`src/rtl/led_enc_pkg.sv`:
```
package led_enc_pkg;

  typedef enum logic [1:0] {
    ST_IDLE = 2'd0,
    ST_SEND = 2'd1,
    ST_GAP  = 2'd2
  } enc_state_e;

  function automatic int unsigned max2(input int unsigned a, input int unsigned b);
    return (a > b) ? a : b;
  endfunction

endpackage

```
`src/rtl/led_bit_timer.sv`:
```
module led_bit_timer #(
  parameter int unsigned SLOT  = 11,
  parameter int unsigned PIX_W = 24,
  localparam int unsigned PH_W  = $clog2(SLOT),
  localparam int unsigned BIT_W = $clog2(PIX_W)
) (
  input  logic            clk_i,
  input  logic            rst_ni,
  input  logic            start_i,
  input  logic            run_i,
  output logic [PH_W-1:0] phase_o,
  output logic            slot_end_o,
  output logic            word_end_o
);

  logic [PH_W-1:0]  phase_q;
  logic [BIT_W-1:0] bit_q;

  always_ff @(posedge clk_i or negedge rst_ni) begin
    if (!rst_ni) begin
      phase_q <= '0;
      bit_q   <= '0;
    end else if (start_i) begin
      phase_q <= '0;
      bit_q   <= '0;
    end else if (run_i) begin
      if (phase_q == PH_W'(SLOT - 1)) begin
        phase_q <= '0;
        bit_q   <= (bit_q == BIT_W'(PIX_W - 1)) ? '0 : bit_q + 1'b1;
      end else begin
        phase_q <= phase_q + 1'b1;
      end
    end
  end

  assign phase_o    = phase_q;
  assign slot_end_o = run_i && (phase_q == PH_W'(SLOT - 1));
  assign word_end_o = slot_end_o && (bit_q == BIT_W'(PIX_W - 1));

endmodule

```
`src/rtl/led_frame_ctrl.sv`:
```
module led_frame_ctrl
  import led_enc_pkg::*;
#(
  parameter int unsigned LATCH_CYC = 448,
  localparam int unsigned GAP_W = $clog2(LATCH_CYC + 1)
) (
  input  logic clk_i,
  input  logic rst_ni,
  input  logic valid_i,
  input  logic word_end_i,
  output logic ready_o,
  output logic load_o,
  output logic sending_o,
  output logic frame_done_o
);

  enc_state_e       state_q;
  logic [GAP_W-1:0] gap_q;
  logic             gap_last;

  assign gap_last     = (gap_q == GAP_W'(LATCH_CYC - 1));
  // word boundary only: keeps bit stream continuous inside a frame
  assign ready_o      = (state_q == ST_IDLE) || (state_q == ST_GAP) || word_end_i;
  assign load_o       = valid_i && ready_o;
  assign sending_o    = (state_q == ST_SEND);
  assign frame_done_o = (state_q == ST_GAP) && gap_last;

  always_ff @(posedge clk_i or negedge rst_ni) begin
    if (!rst_ni) begin
      state_q <= ST_IDLE;
      gap_q   <= '0;
    end else if (load_o) begin
      state_q <= ST_SEND;
    end else begin
      unique case (state_q)
        ST_SEND: if (word_end_i) begin
          state_q <= ST_GAP;
          gap_q   <= '0;
        end
        ST_GAP: begin
          if (gap_last) state_q <= ST_IDLE;
          else          gap_q   <= gap_q + 1'b1;
        end
        default: ;
      endcase
    end
  end

  AST_DONE_SINGLE: assert property (@(posedge clk_i) disable iff (!rst_ni)
    frame_done_o |=> !frame_done_o) else $error("frame_done longer than one cycle");

endmodule

```
`src/rtl/led_chan_shifter.sv`:
```
module led_chan_shifter #(
  parameter int unsigned PIX_W = 24,
  parameter int unsigned T1H   = 6,
  parameter int unsigned T0H   = 3,
  parameter int unsigned SLOT  = 11,
  localparam int unsigned PH_W = $clog2(SLOT),
  localparam int unsigned RC_W = $clog2(SLOT + 1) + 1
) (
  input  logic             clk_i,
  input  logic             rst_ni,
  input  logic             load_i,
  input  logic [PIX_W-1:0] data_i,
  input  logic             slot_end_i,
  input  logic             sending_i,
  input  logic [PH_W-1:0]  phase_i,
  output logic             led_o
);

  localparam logic [PH_W:0] HI_ONE  = (PH_W + 1)'(T1H);
  localparam logic [PH_W:0] HI_ZERO = (PH_W + 1)'(T0H);

  logic [PIX_W-1:0] sh_q;
  logic [PH_W:0]    hi_len;

  always_ff @(posedge clk_i or negedge rst_ni) begin
    if (!rst_ni)         sh_q <= '0;
    else if (load_i)     sh_q <= data_i;
    else if (slot_end_i) sh_q <= {sh_q[PIX_W-2:0], 1'b0};
  end

  assign hi_len = sh_q[PIX_W-1] ? HI_ONE : HI_ZERO;
  assign led_o  = sending_i && ({1'b0, phase_i} < hi_len);

  // pulse-width monitors
  logic [RC_W-1:0] hi_run_q, lo_run_q;
  logic            seen_q;

  always_ff @(posedge clk_i or negedge rst_ni) begin
    if (!rst_ni) begin
      hi_run_q <= '0;
      lo_run_q <= '0;
      seen_q   <= 1'b0;
    end else if (led_o) begin
      lo_run_q <= '0;
      seen_q   <= 1'b1;
      if (hi_run_q != '1) hi_run_q <= hi_run_q + 1'b1;
    end else begin
      hi_run_q <= '0;
      if (lo_run_q != '1) lo_run_q <= lo_run_q + 1'b1;
    end
  end

  AST_HIGH_WIDTH: assert property (@(posedge clk_i) disable iff (!rst_ni)
    $fell(led_o) |-> (hi_run_q == RC_W'(T1H) || hi_run_q == RC_W'(T0H)))
    else $error("high pulse width illegal");

  AST_LOW_MIN: assert property (@(posedge clk_i) disable iff (!rst_ni)
    ($rose(led_o) && seen_q) |-> (lo_run_q >= RC_W'(SLOT - T1H)))
    else $error("low tail too short");

endmodule

```
`src/rtl/led_chain_encoder.sv`:
```
module led_chain_encoder
  import led_enc_pkg::*;
#(
  parameter int unsigned NUM_CH         = 2,
  parameter int unsigned PIX_W          = 24,
  parameter int unsigned T1H            = 6,
  parameter int unsigned T1L            = 5,
  parameter int unsigned T0H            = 3,
  parameter int unsigned T0L            = 6,
  parameter int unsigned LATCH_CYC      = 448,
  parameter int unsigned CLK_MIN_NS     = 112,
  parameter int unsigned CLK_MAX_NS     = 138,
  parameter int unsigned ONE_HI_MIN_NS  = 550,
  parameter int unsigned ONE_HI_MAX_NS  = 850,
  parameter int unsigned ONE_LO_MIN_NS  = 450,
  parameter int unsigned ONE_LO_MAX_NS  = 750,
  parameter int unsigned ZERO_HI_MIN_NS = 200,
  parameter int unsigned ZERO_HI_MAX_NS = 500,
  parameter int unsigned ZERO_LO_MIN_NS = 650,
  parameter int unsigned ZERO_LO_MAX_NS = 950,
  parameter int unsigned LO_STRETCH_NS  = 200,
  parameter int unsigned LATCH_MIN_NS   = 50000
) (
  input  logic                    clk_i,
  input  logic                    rst_ni,
  input  logic                    pix_valid_i,
  output logic                    pix_ready_o,
  input  logic [NUM_CH*PIX_W-1:0] pix_data_i,
  output logic [NUM_CH-1:0]       led_o,
  output logic                    frame_done_o
);

  localparam int unsigned SLOT   = max2(T1H + T1L, T0H + T0L);
  localparam int unsigned PH_W   = $clog2(SLOT);
  localparam int unsigned ONE_LO = SLOT - T1H;
  localparam int unsigned ZERO_LO = SLOT - T0H;
  localparam int unsigned LC_W   = $clog2(LATCH_CYC + SLOT + 2);

  // elaboration-time window checks against slowest and fastest clock
  if (T1H * CLK_MIN_NS < ONE_HI_MIN_NS || T1H * CLK_MAX_NS > ONE_HI_MAX_NS) begin : g_bad_one_hi
    $error("one-bit high phase misses its window");
  end
  if (ONE_LO * CLK_MIN_NS < ONE_LO_MIN_NS || ONE_LO * CLK_MAX_NS > ONE_LO_MAX_NS) begin : g_bad_one_lo
    $error("one-bit low phase misses its window");
  end
  if (T0H * CLK_MIN_NS < ZERO_HI_MIN_NS || T0H * CLK_MAX_NS > ZERO_HI_MAX_NS) begin : g_bad_zero_hi
    $error("zero-bit high phase misses its window");
  end
  if (ZERO_LO * CLK_MIN_NS < ZERO_LO_MIN_NS ||
      ZERO_LO * CLK_MAX_NS > ZERO_LO_MAX_NS + LO_STRETCH_NS) begin : g_bad_zero_lo
    $error("zero-bit low phase misses its window");
  end
  if (LATCH_CYC * CLK_MIN_NS < LATCH_MIN_NS || T1H <= T0H) begin : g_bad_misc
    $error("latch gap too short or symbol lengths not distinct");
  end

  logic            load, sending, slot_end, word_end;
  logic [PH_W-1:0] phase;

  led_frame_ctrl #(.LATCH_CYC(LATCH_CYC)) u_ctrl (
    .clk_i        (clk_i),
    .rst_ni       (rst_ni),
    .valid_i      (pix_valid_i),
    .word_end_i   (word_end),
    .ready_o      (pix_ready_o),
    .load_o       (load),
    .sending_o    (sending),
    .frame_done_o (frame_done_o)
  );

  led_bit_timer #(.SLOT(SLOT), .PIX_W(PIX_W)) u_timer (
    .clk_i      (clk_i),
    .rst_ni     (rst_ni),
    .start_i    (load),
    .run_i      (sending),
    .phase_o    (phase),
    .slot_end_o (slot_end),
    .word_end_o (word_end)
  );

  for (genvar c = 0; c < NUM_CH; c++) begin : g_ch
    led_chan_shifter #(
      .PIX_W (PIX_W),
      .T1H   (T1H),
      .T0H   (T0H),
      .SLOT  (SLOT)
    ) u_chan (
      .clk_i      (clk_i),
      .rst_ni     (rst_ni),
      .load_i     (load),
      .data_i     (pix_data_i[c*PIX_W +: PIX_W]),
      .slot_end_i (slot_end),
      .sending_i  (sending),
      .phase_i    (phase),
      .led_o      (led_o[c])
    );
  end

  for (genvar c = 1; c < NUM_CH; c++) begin : g_align
    AST_CH_ALIGN: assert property (@(posedge clk_i) disable iff (!rst_ni)
      $rose(led_o[c]) |-> $rose(led_o[0])) else $error("channel rise misaligned");
  end

  logic [LC_W-1:0] low_run_q;

  always_ff @(posedge clk_i or negedge rst_ni) begin
    if (!rst_ni)                low_run_q <= '0;
    else if (led_o[0])          low_run_q <= '0;
    else if (low_run_q != '1)   low_run_q <= low_run_q + 1'b1;
  end

  AST_DONE_LOW: assert property (@(posedge clk_i) disable iff (!rst_ni)
    frame_done_o |-> (!led_o[0] && low_run_q >= LC_W'(LATCH_CYC)))
    else $error("frame_done before latch gap elapsed");

endmodule

```
`config.mk`:
```
export PLATFORM = sky130hd
export DESIGN_NAME = led_chain_encoder
export DESIGN_NICKNAME = d
export VERILOG_FILES = /design/src/rtl/led_enc_pkg.sv /design/src/rtl/led_bit_timer.sv /design/src/rtl/led_frame_ctrl.sv /design/src/rtl/led_chan_shifter.sv /design/src/rtl/led_chain_encoder.sv
export SDC_FILE = /design/constraint.sdc
export NUM_CORES = 1
export LEC_CHECK = 0
export BUFFER_PORTS_ARGS = -buffer_cell sky130_fd_sc_hd__buf_2
export CAP_MARGIN = 25
export CORE_ASPECT_RATIO = 0.8
export CORE_MARGIN = 2
export CORE_UTILIZATION = 55
export CTS_CLUSTER_SIZE = 30
export DETAILED_ROUTE_END_ITERATION = 6
export GPL_TIMING_DRIVEN = 0
export HOLD_SLACK_MARGIN = 0.1
export MAX_ROUTING_LAYER = met4
export PLACE_DENSITY = 0.77
export SLEW_MARGIN = 20
export SYNTH_ARGS = -nofsm -noshare
export SYNTH_HDL_FRONTEND = slang
export SYNTH_SLANG_ARGS = --single-unit
```
`constraint.sdc`:
```
create_clock -name clk_i -period 3 [get_ports clk_i]
set_clock_uncertainty 0.2 [all_clocks]
set_input_delay 0.15 -clock clk_i [delete_from_list [all_inputs] [get_ports clk_i]]
set_output_delay 0.15 -clock clk_i [all_outputs]
set_load 0.01 [all_outputs]
```
Yosys cells after proc, flatten, opt, wreduce, memory -nomap -nowiden
Cells that the tools add are included.
Widths: inputs -> output; s select.
{ "totals": {"regBits": 68, "input_bits": 51, "output_inout_bits": 4, "wordCells": 58} }
{ "classes": {"addsub": 3, "n_lt_le_gt_ge": 2, "n_eq_ne": 9, "muxes": 20, "bitwise": 1, "reduce_logical": 17} }
{ "ops": {"columns": ["operator", "count"], "rows": [
  ["$mux 24", 4],
  ["$mux 5", 4],
  ["$mux 9", 2],
  ["$pmux 9 s2", 1],
  ["$mux 4", 3],
  ["$lt 4x5->1", 2],
  ["$add 9x1->9 const B", 1],
  ["$eq 9x9->1 const B", 1],
  ["$reduce_bool 2->1", 4],
  ["$logic_and 1x1->1", 6],
  ["$mux 2", 3],
  ["$mux 3", 2],
  ["$add 5x1->5 const B", 1],
  ["$eq 5x5->1 const B", 1],
  ["$add 4x1->4 const B", 1],
  ["$eq 4x4->1 const B", 1],
  ["$ne 2x2->1 const B", 2],
  ["$pmux 2 s2", 1],
  ["$reduce_and 4->1", 1],
  ["$ne 3x1->1 const B", 1],
  ["$ne 3x2->1 const B", 1],
  ["$reduce_and 3->1", 1],
  ["$reduce_bool 3->1", 1],
  ["$eq 2x1->1 const B", 1],
  ["5 further kinds", 6]
]} }

Longest topological paths before layout
{ "logic_depth": {"depth_word": 7, "mapped_depth": 9, "ltp_nobuf": 6} }

Hierarchy
A second synthesis with hierarchy kept.
{ "hier_totals": {"cells_unflattened": 344, "hier_area_um2": 3508.4} }
{ "by_module_without_submodules": {"columns": ["mod", "instances", "cells_per_inst", "area_per_inst_um2", "seq_area_each_um2"], "rows": [
  ["led_chan_shifter", 2, 109, 1158.6, 600.6],
  ["led_frame_ctrl", 1, 71, 673.1, 275.3],
  ["led_bit_timer", 1, 55, 518.0, 225.2]
]} }

Worst setup path before layout
Ideal clock, no wire load.
{ "synth_path": {"path_type": "register to register", "from": "register u_timer.phase_q[0] (netlist: u_timer.phase_o[0])", "to": "register u_timer.bit_q[3]", "setup_ns": 0.126, "arrival_time_ns": 1.626, "t_required_ns": 2.674, "path_slack_ns": 1.048, "path_stages_with_launch": 9, "path_buffers": 2, "period_less_slack_ns": 1.952, "cell_sequence": "dfrtp_1 > inv_1 > ha_1 > nand4b_4 > o21ai_2 > and2_2 > buf_4 > buf_6 > a21oi_1"} }
{ "synth_between": {"elab_chain_cells": 7, "elab_cells_between_ends": 9, "classes_between": "1 x eq/ne; 1 x mux; 7 x reduce/logical"} }
{ "synth_rtl": {"columns": ["item", "line", "source"], "rows": [
  ["from (decl)", "led_bit_timer.sv:16", "logic [PH_W-1:0] phase_q;"],
  ["from (signal assigned)", "led_bit_timer.sv:31", "phase_q <= phase_q + 1'b1;"],
  ["$eq 4x4->1 (*)", "led_bit_timer.sv:27, led_bit_timer.sv:37", null],
  ["$logic_and 1x1->1", "led_bit_timer.sv:37", "assign slot_end_o = run_i && (phase_q == PH_W'(SLOT - 1));"],
  ["$logic_and 1x1->1", "led_bit_timer.sv:38", "assign word_end_o = slot_end_o && (bit_q == BIT_W'(PIX_W - 1));"],
  ["$logic_or 1x1->1", "led_frame_ctrl.sv:23", "assign ready_o = (state_q == ST_IDLE) || (state_q == ST_GAP) || word_end_i;"],
  ["$logic_and 1x1->1", "led_frame_ctrl.sv:24", "assign load_o = valid_i && ready_o;"],
  ["$reduce_bool 2->1 (no line)", null, null],
  ["$reduce_and 2->1 (no line)", null, null],
  ["to (signal assigned)", "led_bit_timer.sv:29", "bit_q <= (bit_q == BIT_W'(PIX_W - 1)) ? '0 : bit_q + 1'b1;"],
  ["to (decl)", "led_bit_timer.sv:17", "logic [BIT_W-1:0] bit_q;"]
]} }
Every way passes the cells marked *; elsewhere a longest branch is shown, timed or not.
A chain may end at the register's enable or synchronous reset.

Worst setup path in the final report
{ "layout_path": {"from": "register u_timer.phase_q[0] (netlist: u_timer.phase_o[0])", "to": "output port pix_ready_o"} }
{ "layout_between": {"elab_chain_cells": 4} }
{ "layout_rtl": {"columns": ["item", "line", "source"], "rows": [
  ["$eq 4x4->1", "led_bit_timer.sv:37", null],
  ["$logic_and 1x1->1", "led_bit_timer.sv:37", null],
  ["$logic_and 1x1->1", "led_bit_timer.sv:38", null],
  ["$logic_or 1x1->1", "led_frame_ctrl.sv:23", null],
  ["to (decl)", "led_chain_encoder.sv:27", "output logic pix_ready_o,"]
]} }
Every way passes these cells.

==> impl_metrics.py <==
metrics = {
    "sta": {
        "finalSetupViolCount": 0,
        "slew_viol_final": 0,
        "tightest_slew_ps": 493.1,
        "fin_crit_ps": 2593,
        "setup-tns-final_ps": 0,
        "fin_crit_sh_pct": 86.44,
        "hold_violations": 0,
        "fmax_mhz": 385.6,
        "max_slew_margin_pct": 66.78,
        "rsz0062_at_grt": "false",
    },
    "finish": {
        "fin_area_um2": 4771,
        "drive_above_1_share_pct": 19.92,
        "final_common_cell": "dfrtp_1",
        "final_nets": 537,
        "fillers": 436,
        "layout_common_cells": "dfrtp_1 (68), buf_2 (57), o21ai_0 (55), nand3_1 (53), dlygate4sd3_1 (49)",
        "syn_to_final_growth_pct": 31.03,
        "diodes": 0,
        "utilization_pct": 74.44,
    },
    "synth": {
        "synth-async-reset-ratio_pct": 100.0,
        "syn_area_um2": 3641,
        "yosysSeqAreaShare_pct": 46.74,
        "yosysUniqueCellTypes": 49,
        "ys_ff_latch": 68,
        "synth-edff-count": 0,
        "netlist_instances": 362,
        "syn_nets": 422,
        "synth_warnings": 0,
        "syn_area_per_cell_um2": 10.06,
        "synth_top_flop_cell": "dfrtp_1",
    },
    "floorplanning": {
        "die_y_um": 76.78,
        "die_w_um": 94.97,
        "core_um2": 6409,
        "die-area_um2": 7291,
        "ioPinCount": 55,
        "fp-row-count": 26,
        "start_util_pct": 56.81,
    },
    "clock_tree": {
        "clk_pin_slew_ps": 70,
        "clock_path_buffers": 2,
        "cts_root_buf": "clkbuf_8",
        "ctsHtreeMaxLevel": 3,
        "clock_latency_ps": 350,
        "cts-resized-gates": 0,
        "cts_tree": "built",
        "post_cts_buffers": 0,
        "numCtsBuffers": 9,
        "postCtsHoldBufs": 50,
        "cts.sink_count": 68,
    },
    "power": {
        "switching_share_pct": 21.51,
        "pwr_density_cell_nw_per_um2": 395.7,
        "combPwrFrac_pct": 6.5,
        "intPower_mw": 1.482,
        "power_switching_mw": 0.4061,
        "vdd_ir_drop_max_v": 0.0002857,
        "p_leak_nw": 1.838,
        "p_clk_share_pct": 45.0,
        "power_frac_seq_pct": 48.5,
        "total_power_mw": 1.888,
    },
    "route": {
        "drc": 0,
        "wl_per_cell_um": 15.97,
        "vias": 3248,
        "drtPass1Iterations": 4,
        "wl_um": 9040,
        "postRouteAntennaNets": 0,
        "drt_iter0_markers": 253,
        "via_per_inst": 5.739,
    },
    "grt": {
        "grt_max_degree": 40,
        "antenna_found_initial": 0,
        "grt_pass1_vias": 3115,
        "overflow": 0,
        "track_usage_pct": 27.23,
        "grt_pass1_wl_um": 14750,
    },
    "worst_setup_path": {
        "path_cells": "inv_1, ha_1, nand4b_4, o21ai_2, buf_2, buf_2",
        "crit_arrival_ps": 2240,
        "crit_fanout": 10,
        "cpPeakStageDelay_ps": 450,
        "slowest_stage": "dfrtp_1",
        "crit_top_cell": "buf_2",
        "endpoint_kind": "output pin",
        "critPathRequiredTime_ps": 2650,
        "start_kind": "flip-flop",
        "worstSetupPathType": "reg2out",
    },
    "min_path": {
        "worstHoldPathType": "in2async",
    },
    "place": {
        "place_area_um2": 4034,
        "dp_hpwl_um": 5613,
        "place.gp.congestion": 0.9055,
        "port_buffers": 53,
    },
    "job": {
        "drv_cap": 0,
    },
    "outcome": {
        "status": "finished, final reports clean",
    },
}
worst max-delay path, delay by kind of cell, from the launching register on:
family	cells	cell delay, ps
AOI/OAI and AO/OA	1	340
DFF	1	450
and+or+nand+nor	1	240
buffers and inverters	3	560
adders and majority gates	1	290
state kept, by name (all words and copies together) (netlist names):
name	flops
g_ch.u_chan.sh_q	48
u_ctrl.gap_q	9
u_ctrl.state_q	2
u_timer.phase_o	4
u_timer.bit_q	5
power by group through the flow:
stage	logic (mW)	registers (mW)	clock network [mW]
floorplan	0.0103	0.934	0
global placement	0.0629	0.934	0
detailed placement	0.0683	0.934	0
CTS	0.120	0.916	0.857
global route	0.133	0.916	0.905
finish	0.122	0.916	0.850
Yosys cell counts (all sizes together), types with 2 or more instances:
master | number | area [um^2]
nor2 | 12 | 45.04
and2 | 2 | 13.77
and4b | 3 | 30.03
mux2i | 45 | 450.4
nand4b | 4 | 65.07
and3 | 3 | 18.77
a21oi | 15 | 75.07
nand3 | 53 | 265.3
inv | 7 | 26.28
nor3 | 2 | 10.01
nor4bb | 2 | 20.02
mux2 | 2 | 22.52
nand3b | 2 | 15.01
clkbuf | 15 | 61.31
nor2b | 3 | 18.77
o21ai | 56 | 284.0
o211ai | 3 | 22.52
ha | 9 | 112.6
buf | 14 | 103.8
nand2b | 3 | 18.77
a31oi | 3 | 18.77
a211o | 2 | 17.52
nand2 | 12 | 45.04
nand4 | 4 | 25.02
dfrtp | 68 | 1702
through the flow:
stage | hold slack (ps) | setup WS, ps | std cells
finish | 110.5 | 406.9 | 566
global route | 124.0 | 247.4 | 566
CTS | 110.7 | 448.1 | 566
detailed placement | -89.07 | 638.1 | 500
global placement | 182.2 | 643.7 | 499
floorplan | -345.6 | 1048 | 362
kinds of logic (layout without fill, tap and decap cells):
group | after synthesis | count (layout) | synth area share [%]
xor+xnor | 1 | 1 | 0.2406
simple gates | 109 | 109 | 16.98
mux | 47 | 47 | 12.99
fa+ha+maj | 9 | 9 | 3.093
flops | 68 | 68 | 46.74
buf+inv | 36 | 156 | 5.258
compound gates | 92 | 92 | 14.71
layout make-up:
class                      instances  area (um^2)  share of cell area, %
inverter                           7        26.28                 0.5507
sequential                        68         1702                  35.67
tap                               84        105.1                  2.203
clock inverter                     5        85.08                  1.783
buffer                            29        165.2                  3.462
multi-input combinational        258         1748                  36.64
timing repair buffer             104        798.3                  16.73
clock buffer                      11        141.4                  2.964
metal layers:
layer	part of all wire (%)	routed length, um	vias up	track usage [%]
met5	0	0	-	-
met4	1.2	109	0	6.957
met3	5.1	462	11	7.760
met2	48	4366	107	42.34
met1	45	4101	1569	35.35
li1	-	-	1561	-
path summary, 6_finish.rpt:
path	from	end	slack [ps]	depth (start not counted)
max	u_timer.phase_o[0]	pix_ready_o	410	6
min	rst_ni	u_ctrl.gap_q[5]	110	3
max reg2reg	u_timer.phase_o[0]	g_ch[1].u_chan.sh_q[15]	560	7
min reg2reg	u_timer.bit_q[1]	u_timer.bit_q[1]	350	2
max in group asynchronous	rst_ni	g_ch[0].u_chan.sh_q[23]	2280	3
min in group clk_i	pix_valid_i	g_ch[1].u_chan.sh_q[14]	330	4
(Power assumes the default switching activity.)
